<file path="src/rtl/pm_pkg.sv">
package pm_pkg;
    localparam logic [7:0] CODE_IDLE  = 8'h00;
    localparam logic [7:0] CODE_START = 8'h01;
    localparam logic [7:0] CODE_STOP  = 8'h40;

    typedef enum logic [1:0] {W_OUTSIDE, W_INSIDE, W_SKIP} wr_state_t;
    typedef enum logic [1:0] {A_WAIT, A_SEND_THRU, A_SEND_LOCAL} arb_state_t;
endpackage

</file>
<file path="src/rtl/pm_queue.sv">
module pm_queue
    import pm_pkg::*;
#(
    parameter int DEPTH  = 256,
    parameter int DROP_W = 8,
    localparam int AW    = $clog2(DEPTH),
    localparam int LW    = AW + 1
) (
    input  logic              clk,
    input  logic              rst_n,
    input  logic [7:0]        in_byte,
    input  logic              pop,
    output logic [7:0]        head,
    output logic              has_pkt,
    output logic [LW-1:0]     level,
    output logic [LW-1:0]     peak,
    output logic [DROP_W-1:0] drops
);
    logic [7:0]    mem [DEPTH];
    logic [LW-1:0] wr_ptr, rd_ptr, base_ptr, wr_addr;
    logic [LW-1:0] wr_nxt, rd_nxt, lvl_nxt;
    logic [LW-1:0] stop_cnt;
    wr_state_t     wst, wst_nxt;
    logic          wr_en, commit, drop_hit, full, pop_stop;

    assign level    = wr_ptr - rd_ptr;
    assign full     = (level == LW'(DEPTH));
    assign head     = mem[rd_ptr[AW-1:0]];
    assign has_pkt  = (stop_cnt != '0);
    assign pop_stop = pop && (head == CODE_STOP);
    assign rd_nxt   = pop ? rd_ptr + LW'(1) : rd_ptr;
    assign lvl_nxt  = wr_nxt - rd_nxt;

    always_comb begin
        wst_nxt  = wst;
        wr_en    = 1'b0;
        commit   = 1'b0;
        drop_hit = 1'b0;
        wr_addr  = wr_ptr;
        wr_nxt   = wr_ptr;
        unique case (wst)
            W_OUTSIDE: begin
                if (in_byte == CODE_START) begin
                    if (full) begin
                        drop_hit = 1'b1;
                        wst_nxt  = W_SKIP;
                    end else begin
                        wr_en   = 1'b1;
                        wr_nxt  = wr_ptr + LW'(1);
                        wst_nxt = W_INSIDE;
                    end
                end
            end
            W_INSIDE: begin
                if (in_byte == CODE_START) begin
                    wr_en   = 1'b1;
                    wr_addr = base_ptr;
                    wr_nxt  = base_ptr + LW'(1);
                end else if (in_byte != CODE_IDLE) begin
                    if (full) begin
                        drop_hit = 1'b1;
                        wr_nxt   = base_ptr;
                        wst_nxt  = (in_byte == CODE_STOP) ? W_OUTSIDE : W_SKIP;
                    end else begin
                        wr_en  = 1'b1;
                        wr_nxt = wr_ptr + LW'(1);
                        if (in_byte == CODE_STOP) begin
                            commit  = 1'b1;
                            wst_nxt = W_OUTSIDE;
                        end
                    end
                end
            end
            W_SKIP: begin
                if (in_byte == CODE_STOP) wst_nxt = W_OUTSIDE;
            end
            default: wst_nxt = W_OUTSIDE;
        endcase
    end

    always_ff @(posedge clk) begin
        if (wr_en) mem[wr_addr[AW-1:0]] <= in_byte;
    end

    always_ff @(posedge clk) begin
        if (!rst_n) begin
            wst      <= W_OUTSIDE;
            wr_ptr   <= '0;
            rd_ptr   <= '0;
            base_ptr <= '0;
            stop_cnt <= '0;
            peak     <= '0;
            drops    <= '0;
        end else begin
            wst    <= wst_nxt;
            wr_ptr <= wr_nxt;
            rd_ptr <= rd_nxt;
            if (wst == W_OUTSIDE && wr_en) base_ptr <= wr_ptr;
            unique case ({commit, pop_stop})
                2'b10:   stop_cnt <= stop_cnt + LW'(1);
                2'b01:   stop_cnt <= stop_cnt - LW'(1);
                default: stop_cnt <= stop_cnt;
            endcase
            if (lvl_nxt > peak) peak <= lvl_nxt;
            if (drop_hit && drops != '1) drops <= drops + DROP_W'(1);
        end
    end
endmodule

</file>
<file path="src/rtl/pm_arbiter.sv">
module pm_arbiter
    import pm_pkg::*;
#(
    parameter int LW = 9
) (
    input  logic          clk,
    input  logic          rst_n,
    input  logic [1:0]    has_pkt,
    input  logic [LW-1:0] lvl_thru,
    input  logic [LW-1:0] lvl_local,
    input  logic [7:0]    head_thru,
    input  logic [7:0]    head_local,
    output logic [1:0]    pop,
    output logic [7:0]    out_byte
);
    arb_state_t st, st_nxt;
    logic [7:0] out_nxt;

    always_comb begin
        st_nxt  = st;
        pop     = 2'b00;
        out_nxt = CODE_IDLE;
        unique case (st)
            A_WAIT: begin
                if (has_pkt[0] && (!has_pkt[1] || lvl_thru >= lvl_local)) begin
                    pop[0]  = 1'b1;
                    out_nxt = head_thru;
                    st_nxt  = A_SEND_THRU;
                end else if (has_pkt[1]) begin
                    pop[1]  = 1'b1;
                    out_nxt = head_local;
                    st_nxt  = A_SEND_LOCAL;
                end
            end
            A_SEND_THRU: begin
                pop[0]  = 1'b1;
                out_nxt = head_thru;
                if (head_thru == CODE_STOP) st_nxt = A_WAIT;
            end
            A_SEND_LOCAL: begin
                pop[1]  = 1'b1;
                out_nxt = head_local;
                if (head_local == CODE_STOP) st_nxt = A_WAIT;
            end
            default: st_nxt = A_WAIT;
        endcase
    end

    always_ff @(posedge clk) begin
        if (!rst_n) st <= A_WAIT;
        else        st <= st_nxt;
    end

    always_ff @(posedge clk) begin
        if (!rst_n) out_byte <= CODE_IDLE;
        else        out_byte <= out_nxt;
    end
endmodule

</file>
<file path="src/rtl/pkt_merge2.sv">
module pkt_merge2 #(
    parameter int DEPTH  = 256,
    parameter int DROP_W = 8,
    localparam int LW    = $clog2(DEPTH) + 1
) (
    input  logic              clk,
    input  logic              rst_n,
    input  logic [7:0]        thru_byte,
    input  logic [7:0]        local_byte,
    output logic [7:0]        out_byte,
    output logic [LW-1:0]     thru_level,
    output logic [LW-1:0]     local_level,
    output logic [LW-1:0]     thru_peak,
    output logic [LW-1:0]     local_peak,
    output logic [DROP_W-1:0] thru_drops,
    output logic [DROP_W-1:0] local_drops
);
    logic [7:0]        in_b  [2];
    logic [7:0]        head  [2];
    logic [LW-1:0]     lvl   [2];
    logic [LW-1:0]     pk    [2];
    logic [DROP_W-1:0] dr    [2];
    logic [1:0]        has_pkt, pop;

    assign in_b[0] = thru_byte;
    assign in_b[1] = local_byte;

    for (genvar q = 0; q < 2; q++) begin : g_queue
        pm_queue #(.DEPTH(DEPTH), .DROP_W(DROP_W)) u_queue (
            .clk     (clk),
            .rst_n   (rst_n),
            .in_byte (in_b[q]),
            .pop     (pop[q]),
            .head    (head[q]),
            .has_pkt (has_pkt[q]),
            .level   (lvl[q]),
            .peak    (pk[q]),
            .drops   (dr[q])
        );
    end

    pm_arbiter #(.LW(LW)) u_arb (
        .clk        (clk),
        .rst_n      (rst_n),
        .has_pkt    (has_pkt),
        .lvl_thru   (lvl[0]),
        .lvl_local  (lvl[1]),
        .head_thru  (head[0]),
        .head_local (head[1]),
        .pop        (pop),
        .out_byte   (out_byte)
    );

    assign thru_level  = lvl[0];
    assign local_level = lvl[1];
    assign thru_peak   = pk[0];
    assign local_peak  = pk[1];
    assign thru_drops  = dr[0];
    assign local_drops = dr[1];
endmodule

</file>
<file path="config.mk">
export PLATFORM = sky130hd
export DESIGN_NAME = pkt_merge2
export DESIGN_NICKNAME = d
export VERILOG_FILES = /design/src/rtl/pm_pkg.sv /design/src/rtl/pm_queue.sv /design/src/rtl/pm_arbiter.sv /design/src/rtl/pkt_merge2.sv
export SDC_FILE = /design/constraint.sdc
export NUM_CORES = 2
export LEC_CHECK = 0
export CORE_ASPECT_RATIO = 1.25
export CORE_MARGIN = 4
export CORE_UTILIZATION = 45
export CTS_CLUSTER_DIAMETER = 150
export DETAILED_ROUTE_END_ITERATION = 7
export GPL_TIMING_DRIVEN = 0
export SLEW_MARGIN = 20
export SYNTH_ARGS = -nofsm -noshare
export SYNTH_HDL_FRONTEND = slang
export SYNTH_SLANG_ARGS = --single-unit
export TNS_END_PERCENT = 5
</file>
<file path="constraint.sdc">
create_clock -name clk -period 19.2 [get_ports clk]
set_input_delay 3.84 -clock clk [delete_from_list [all_inputs] [get_ports clk]]
set_output_delay 3.84 -clock clk [all_outputs]
set_load 0.005 [all_outputs]
</file>
Yosys cells after proc, flatten, opt, wreduce, memory -nomap -nowiden
Memory sizes are Yosys's and may differ from the RTL's. A register that Yosys moved wholly into a read port is not among the register bits.
Index checks and enable logic that the tools add are counted.
{"block": "op_classes", "shifts": 0, "mul": 0, "div": 0, "n_lt_le_gt_ge": 3, "n_bitwise": 0, "n_mux": 85, "n_addsub": 16, "eq_ne": 29, "n_reduce_logical": 21}
{"operator": "$mux W9", "n": 12}
{"operator": "$add A9 B1 Y9 const B", "n": 8}
{"operator": "$pmux W9 S2", "n": 4}
{"operator": "$mux W8", "n": 8}
{"operator": "$mux W2", "n": 18}
{"operator": "$sub A9 B9 Y9", "n": 4}
{"operator": "$mux W1", "n": 33}
{"operator": "$eq A8 B7 Y1 const B", "n": 4}
{"operator": "$pmux W8 S3", "n": 1}
{"operator": "$eq A9 B9 Y1 const B", "n": 2}
{"operator": "$gt A9 B9 Y1", "n": 2}
{"operator": "$pmux W2 S3", "n": 3}
{"operator": "$reduce_bool A9 Y1", "n": 2}
{"operator": "$sub A9 B1 Y9 const B", "n": 2}
{"operator": "$add A8 B1 Y8 const B", "n": 2}
{"operator": "$eq A8 B1 Y1 const B", "n": 2}
{"operator": "$ne A8 B8 Y1 const B", "n": 2}
{"operator": "$reduce_bool A8 Y1", "n": 2}
{"operator": "$pmux W1 S2", "n": 6}
{"operator": "$eq A2 B1 Y1 const B", "n": 5}
{"operator": "$eq A2 B2 Y1 const B", "n": 5}
{"operator": "$ge A9 B9 Y1", "n": 1}
{"operator": "$reduce_and A3 Y1", "n": 3}
{"operator": "$ne A2 B1 Y1 const B", "n": 4}
{"operator": "7 further kinds", "n": 19}
{"block": "totals", "inputBits": 18, "n_memories": 2, "romBits": 0, "regBits": 120, "latchBits": 0, "mem_bits_rw": 4096}
{"memory": "g_queue[0].u_queue.mem", "words": 256, "word_bits": 8, "rd": 1, "rd_ports_with_merged_regs": 1, "write_ports": 1, "line": "pm_queue.sv:19", "rtl": "logic [7:0] mem [DEPTH];"}
{"memory": "g_queue[1].u_queue.mem", "words": 256, "word_bits": 8, "rd": 1, "rd_ports_with_merged_regs": 1, "write_ports": 1, "line": "pm_queue.sv:19"}

Logic depth before layout (Yosys ltp)
{"block": "logic_depth", "depth_word": 9, "mapped_depth": 38, "depth_no_buf": 33}

By module
Synthesis repeated with hierarchy kept, for this count alone.
{"block": "hier_totals", "cells_unflattened": 8429, "area_unflattened_um2": 167886.0}
{"mod": "pm_queue at g_queue[1].u_queue", "cells_each": 4077, "seq_area_each_um2": 62600.0, "area_per_inst_um2": 83687.8, "instances": 1}
{"mod": "pm_queue at g_queue[0].u_queue", "cells_each": 4262, "seq_area_each_um2": 62600.0, "area_per_inst_um2": 83502.6, "instances": 1}
{"mod": "pm_arbiter", "cells_each": 90, "seq_area_each_um2": 200.2, "area_per_inst_um2": 695.7, "instances": 1}

Worst setup path before layout
OpenSTA, ideal clock, no wires.
{"block": "synth_timing", "path_kind": "input to register", "start": "in thru_byte[7]", "end": "reg g_queue[0].u_queue.peak[2]", "t_required_ns": 19.072, "slack_ns": 10.145, "path_stages": 26, "arrival_time_ns": 8.928, "cell_sequence": "nor4_1 > and3b_1 > clkbuf_1 > and2_1 > clkbuf_1 > nand2_1 > a211o_1 > a21oi_1 > o21ai_0 > fa_1 > a21o_1 > a21oi_1 > o21bai_1 > a21oi_1 > o21ai_0 > o211ai_1 > mux2i_1 > a211oi_1 > xor2_1 > ha_1 > nand4_1 > o32ai_1 > nor2_1 > buf_1 > mux2i_1 > nor2_1"}
{"block": "synth_between", "elab_chain_cells": 6, "elab_cells_between_ends": 8}
{"item": "start: declaration", "line": "pkt_merge2.sv:8", "rtl": "input logic [7:0] thru_byte,"}
{"item": "$reduce_bool A8 Y1", "line": "pm_queue.sv:59", "rtl": "end else if (in_byte != CODE_IDLE) begin"}
{"item": "$mux W9", "line": "pm_queue.sv:59"}
{"item": "$mux W9", "line": "pm_queue.sv:55", "rtl": "if (in_byte == CODE_START) begin"}
{"item": "$pmux W9 S2 *", "line": "pm_queue.sv:41", "rtl": "unique case (wst)"}
{"item": "via g_queue[0].u_queue.wr_nxt[1]", "line": "pm_queue.sv:21", "rtl": "logic [LW-1:0] wr_nxt, rd_nxt, lvl_nxt;"}
{"item": "$sub A9 B9 Y9 *", "line": "pm_queue.sv:32", "rtl": "assign lvl_nxt = wr_nxt - rd_nxt;"}
{"item": "via g_queue[0].u_queue.lvl_nxt[8]", "line": "pm_queue.sv:21"}
{"item": "$gt A9 B9 Y1 *", "line": "pm_queue.sv:104", "rtl": "if (lvl_nxt > peak) peak <= lvl_nxt;"}
{"item": "end signal: assignment", "line": "pm_queue.sv:104"}
{"item": "end: declaration", "line": "pm_queue.sv:16", "rtl": "output logic [LW-1:0] peak,"}
Mark *: on every way through the listed nets, which the timed path passes. The rest lies on a longest branch.
A chain may end at the register's enable or synchronous reset.

Worst setup path after layout
{"block": "layout_timing", "start": "reg g_queue[0].u_queue.rd_ptr[2]", "end": "reg g_queue[0].u_queue.peak[3]"}
{"block": "layout_between", "elab_chain_cells": 9, "elab_cells_between_ends": 17}
{"item": "start: declaration", "line": "pm_queue.sv:20", "rtl": "logic [LW-1:0] wr_ptr, rd_ptr, base_ptr, wr_addr;"}
{"item": "start signal: assignment", "line": "pm_queue.sv:97", "rtl": "rd_ptr <= rd_nxt;"}
{"item": "$sub A9 B9 Y9", "line": "pm_queue.sv:26", "rtl": "assign level = wr_ptr - rd_ptr;"}
{"item": "$ge A9 B9 Y1", "line": "pm_arbiter.sv:25", "rtl": "if (has_pkt[0] && (!has_pkt[1] || lvl_thru >= lvl_local)) begin"}
{"item": "$logic_or A1 B1 Y1", "line": "pm_arbiter.sv:25"}
{"item": "$logic_and A1 B1 Y1", "line": "pm_arbiter.sv:25"}
{"item": "$mux W1", "line": "pm_arbiter.sv:25"}
{"item": "$pmux W1 S2", "line": "pm_arbiter.sv:23", "rtl": "unique case (st)"}
{"item": "$mux W9", "line": "pm_queue.sv:31", "rtl": "assign rd_nxt = pop ? rd_ptr + LW'(1) : rd_ptr;"}
{"item": "via g_queue[0].u_queue.rd_nxt[0]", "line": "pm_queue.sv:21"}
{"item": "$sub A9 B9 Y9", "line": "pm_queue.sv:32"}
{"item": "via g_queue[0].u_queue.lvl_nxt[8]", "line": "pm_queue.sv:21"}
{"item": "$gt A9 B9 Y1", "line": "pm_queue.sv:104"}
The timed path passes the listed nets, and every way through them passes these cells.

==> impl_metrics.ini <==
[run_status]
status = finished clean

[sta]
setup_ws_ns = 7.72
period_share_pct = 59.8
max_freq_ghz = 0.0871
final-hold-violation-count = 0
max_slew_margin_pct = 12.6
slew_violations = 0
rsz0062_at_grt = no
worstMarginPinSlew_ns = 1.31
setup_tns_ns = 0
clock_skew_ns = 0.0573
setup_viol = 0
period_needed_ns = 11.48

[routing]
wl_per_cell_um = 46.1
drt_pass1_iterations = 6
vias_per_cell = 6.81
drtIter0Drc = 16800
finalWirelength_um = 664000
drc_errors = 0
via_count = 98100
drt.antenna.violating_nets = 0

[cts]
cts_made_buffers = 419
cts-resized-gates = 0
hold_buffers = 0
clkLatencyLatePin_ns = 1.00
cts_tree = done
htreeDepth = 5
clk_pin_slew_ns = 0.06
cts_sinks = 4216
cts_root_buf = clkbuf_16
cts_setup_buffers = 0
clock_path_buffers = 4

[setup_path]
cp-startpoint = g_queue[0].u_queue.rd_ptr[2]$_SDFF_PN0_
path_delay_family = buffers and inverters
max_stage_delay_ns = 0.66
crit_path_start_kind = register
cpMostUsedCell = ha_1
worstSetupPathType = register to register
worstPathArrival_ns = 12.35
r2r_start = g_queue[0].u_queue.rd_ptr[2]$_SDFF_PN0_
crit_required_ns = 20.07
endpoint_kind = register
crit_buf_inv = 11
worstPathMaxFanout = 10
slowest_stage = buf_2

[power_and_ir_drop]
p_sw_share_pct = 20.7
p_seq_share_pct = 54.5
p_per_area_nw_per_um2 = 96.6
peakVddDrop_uv = 85.0
finalPower_mw = 18.5
p_sw_mw = 3.83
combPwrFrac_pct = 1.5
p_clk_share_pct = 44.0
p_leak_nw = 59.2
intPower_mw = 14.7

[place]
place.gp.congestion = 1.01
pre_cts_ws_ns = 7.59
portBuffers = 77
post-dp-hpwl_um = 450000
dp_cells = 13600

[global_routing]
grt_pass1_wl_um = 871000
grt_pass1_vias = 94000
antenna_found_initial = 42
grt_max_degree = 128
grt_overflow = 0
track_usage_pct = 34.2

[min_path]
hp-class = register to register
min_from = g_queue[1].u_queue.stop_cnt[6]$_SDFFE_PN0P_

[final_layout]
drive_gt1_share_pct = 23.6
fin_cells = 14400
syn2layout_area_growth_pct = 14.4
final_cell_mix = edfxtp_1 (4096), mux4_2 (1055), nor2_1 (740)
num-fill-cells = 29500
nNetsFinal = 9214
final_common_cell = edfxtp_1

[yosys]
synth_top_area_share_pct = 73.4
synth_area_um2 = 168000
synth.largest_area_cell = edfxtp_1
synth_edf_count = 4096
yosysSeqAreaShare_pct = 74.8
synth_ff_type = edfxtp_1
ys_warn_count = 0
synth_area_leaders = edfxtp_1 (73%), mux4_2 (14%), nor2_1 (1.7%)
syn_nets = 8572
ys_types = 92
ys_ff_latch = 4216
async_flop_share_pct = 0
avgSynthCellArea_um2 = 19.8
synth_cells = 8464

[floorplan]
die_y_um = 690
die-area_um2 = 382000
ios = 78
fp.dieW_um = 554
rows = 250
core_um2 = 371000
initial_utilization_pct = 45.2

[run]
max-cap-violations = 0
## routing by layer
metal	share of wire, %	vias up	GRT usage, %
met4	11	22	30.4
met5	0.030	-	0.0251
li1	-	36300	-
met2	46	8030	52.9
met3	11	2309	9.39
met1	32	51400	39.3
## per-stage QoR
| step | utilization, % | instance area [um2] | hold WS (ns) |
|---|---|---|---|
| 2_1_floorplan | - | 168000 | 0.458 |
| 3_3_place_gp | 47.0 | 174000 | 0.476 |
| 3_5_place_dp | 48.0 | 178000 | 0.484 |
| 4_1_cts | 51.6 | 191000 | 0.493 |
| 5_1_grt | 51.6 | 192000 | 0.515 |
| 6_report | 51.7 | 192000 | 0.489 |
## flip-flops by register name, summed over array words and instances, names as in the netlist
signal                    flops
g_queue.u_queue.drops        16
u_arb.st                      2
u_arb.out_byte                8
g_queue.u_queue.stop_cnt     18
g_queue.u_queue.wr_ptr       18
g_queue.u_queue.mem        4096
g_queue.u_queue.rd_ptr       18
g_queue.u_queue.wst           4
g_queue.u_queue.base_ptr     18
g_queue.u_queue.peak         18
## kinds of logic (layout without fill, tap and decap cells)
group           after synthesis  in the layout  share of synthesized area (%)
xor+xnor                     81             81                          0.437
mux                        1256           1256                           15.4
simple gates               1431           1431                           3.73
fa+ha+maj                    90             90                          0.699
buf+inv                     582           1558                           1.56
other cells                   0             52                              0
flops                      4216           4216                           74.8
compound gates              808            808                           3.34
## power groups by stage
stage	sequential [mW]	combinational (mW)	clock, mW
after global routing	10.1	0.285	8.55
after global placement	10.4	0.228	0
final	10.1	0.270	8.15
after floorplan	10.3	0.0604	0
after CTS	10.1	0.265	8.14
after detailed placement	10.3	0.266	0
## Yosys cell counts (23+ instances only)
cell	count
o21ai_0	150
nor2_1	756
nand2_1	287
inv_1	80
dfxtp_1	120
edfxtp_1	4096
a22oi_1	102
ha_1	84
xor2_1	29
nand3_1	105
buf_2	128
xnor2_1	50
a211oi_1	32
o22ai_1	74
mux4_2	1055
nand4_1	32
a221oi_1	93
nor3_1	64
and3_1	23
buf_4	46
a22o_1	23
and2_1	27
a21oi_1	112
clkbuf_1	267
mux2i_1	194
buf_1	39
a31oi_1	35
or3_1	23
## worst paths after layout
path	slack (ns)	end	cells after the start
setup / recovery	7.72	g_queue[0].u_queue.peak[3]$_SDFFE_PN0N_	40
hold / removal	0.49	g_queue[1].u_queue.stop_cnt[6]$_SDFFE_PN0P_	2
setup reg to reg	7.72	g_queue[0].u_queue.peak[3]$_SDFFE_PN0N_	40
hold reg to reg	0.49	g_queue[1].u_queue.stop_cnt[6]$_SDFFE_PN0P_	2
## worst register-to-register path, delay by kind of cell, from the launching register on
| kind | cells | cell delay (ns) |
|---|---|---|
| multiplexers | 2 | 0.35 |
| AND/OR/NAND/NOR | 5 | 0.65 |
| flip-flops | 1 | 0.48 |
| AO/OA/AOI/OAI | 14 | 3.11 |
| XOR/XNOR | 3 | 1.17 |
| adder cells (fa/ha/maj) | 5 | 1.92 |
| buffers and inverters | 11 | 3.72 |
## area by class of cell
cell class	instances	area, um2	area share, %
multi-input cells	3666	39800	20.7
repair buffers	221	4090	2.14
well taps	4914	6150	3.21
clock buffers	504	10900	5.71
plain buffers	493	2490	1.30
flip-flops and latches	4216	125000	65.4
inverters	89	334	0.174
clock inverters	251	2340	1.22
diodes	52	130	0.0679
Power figures use the tool's default switching activity.
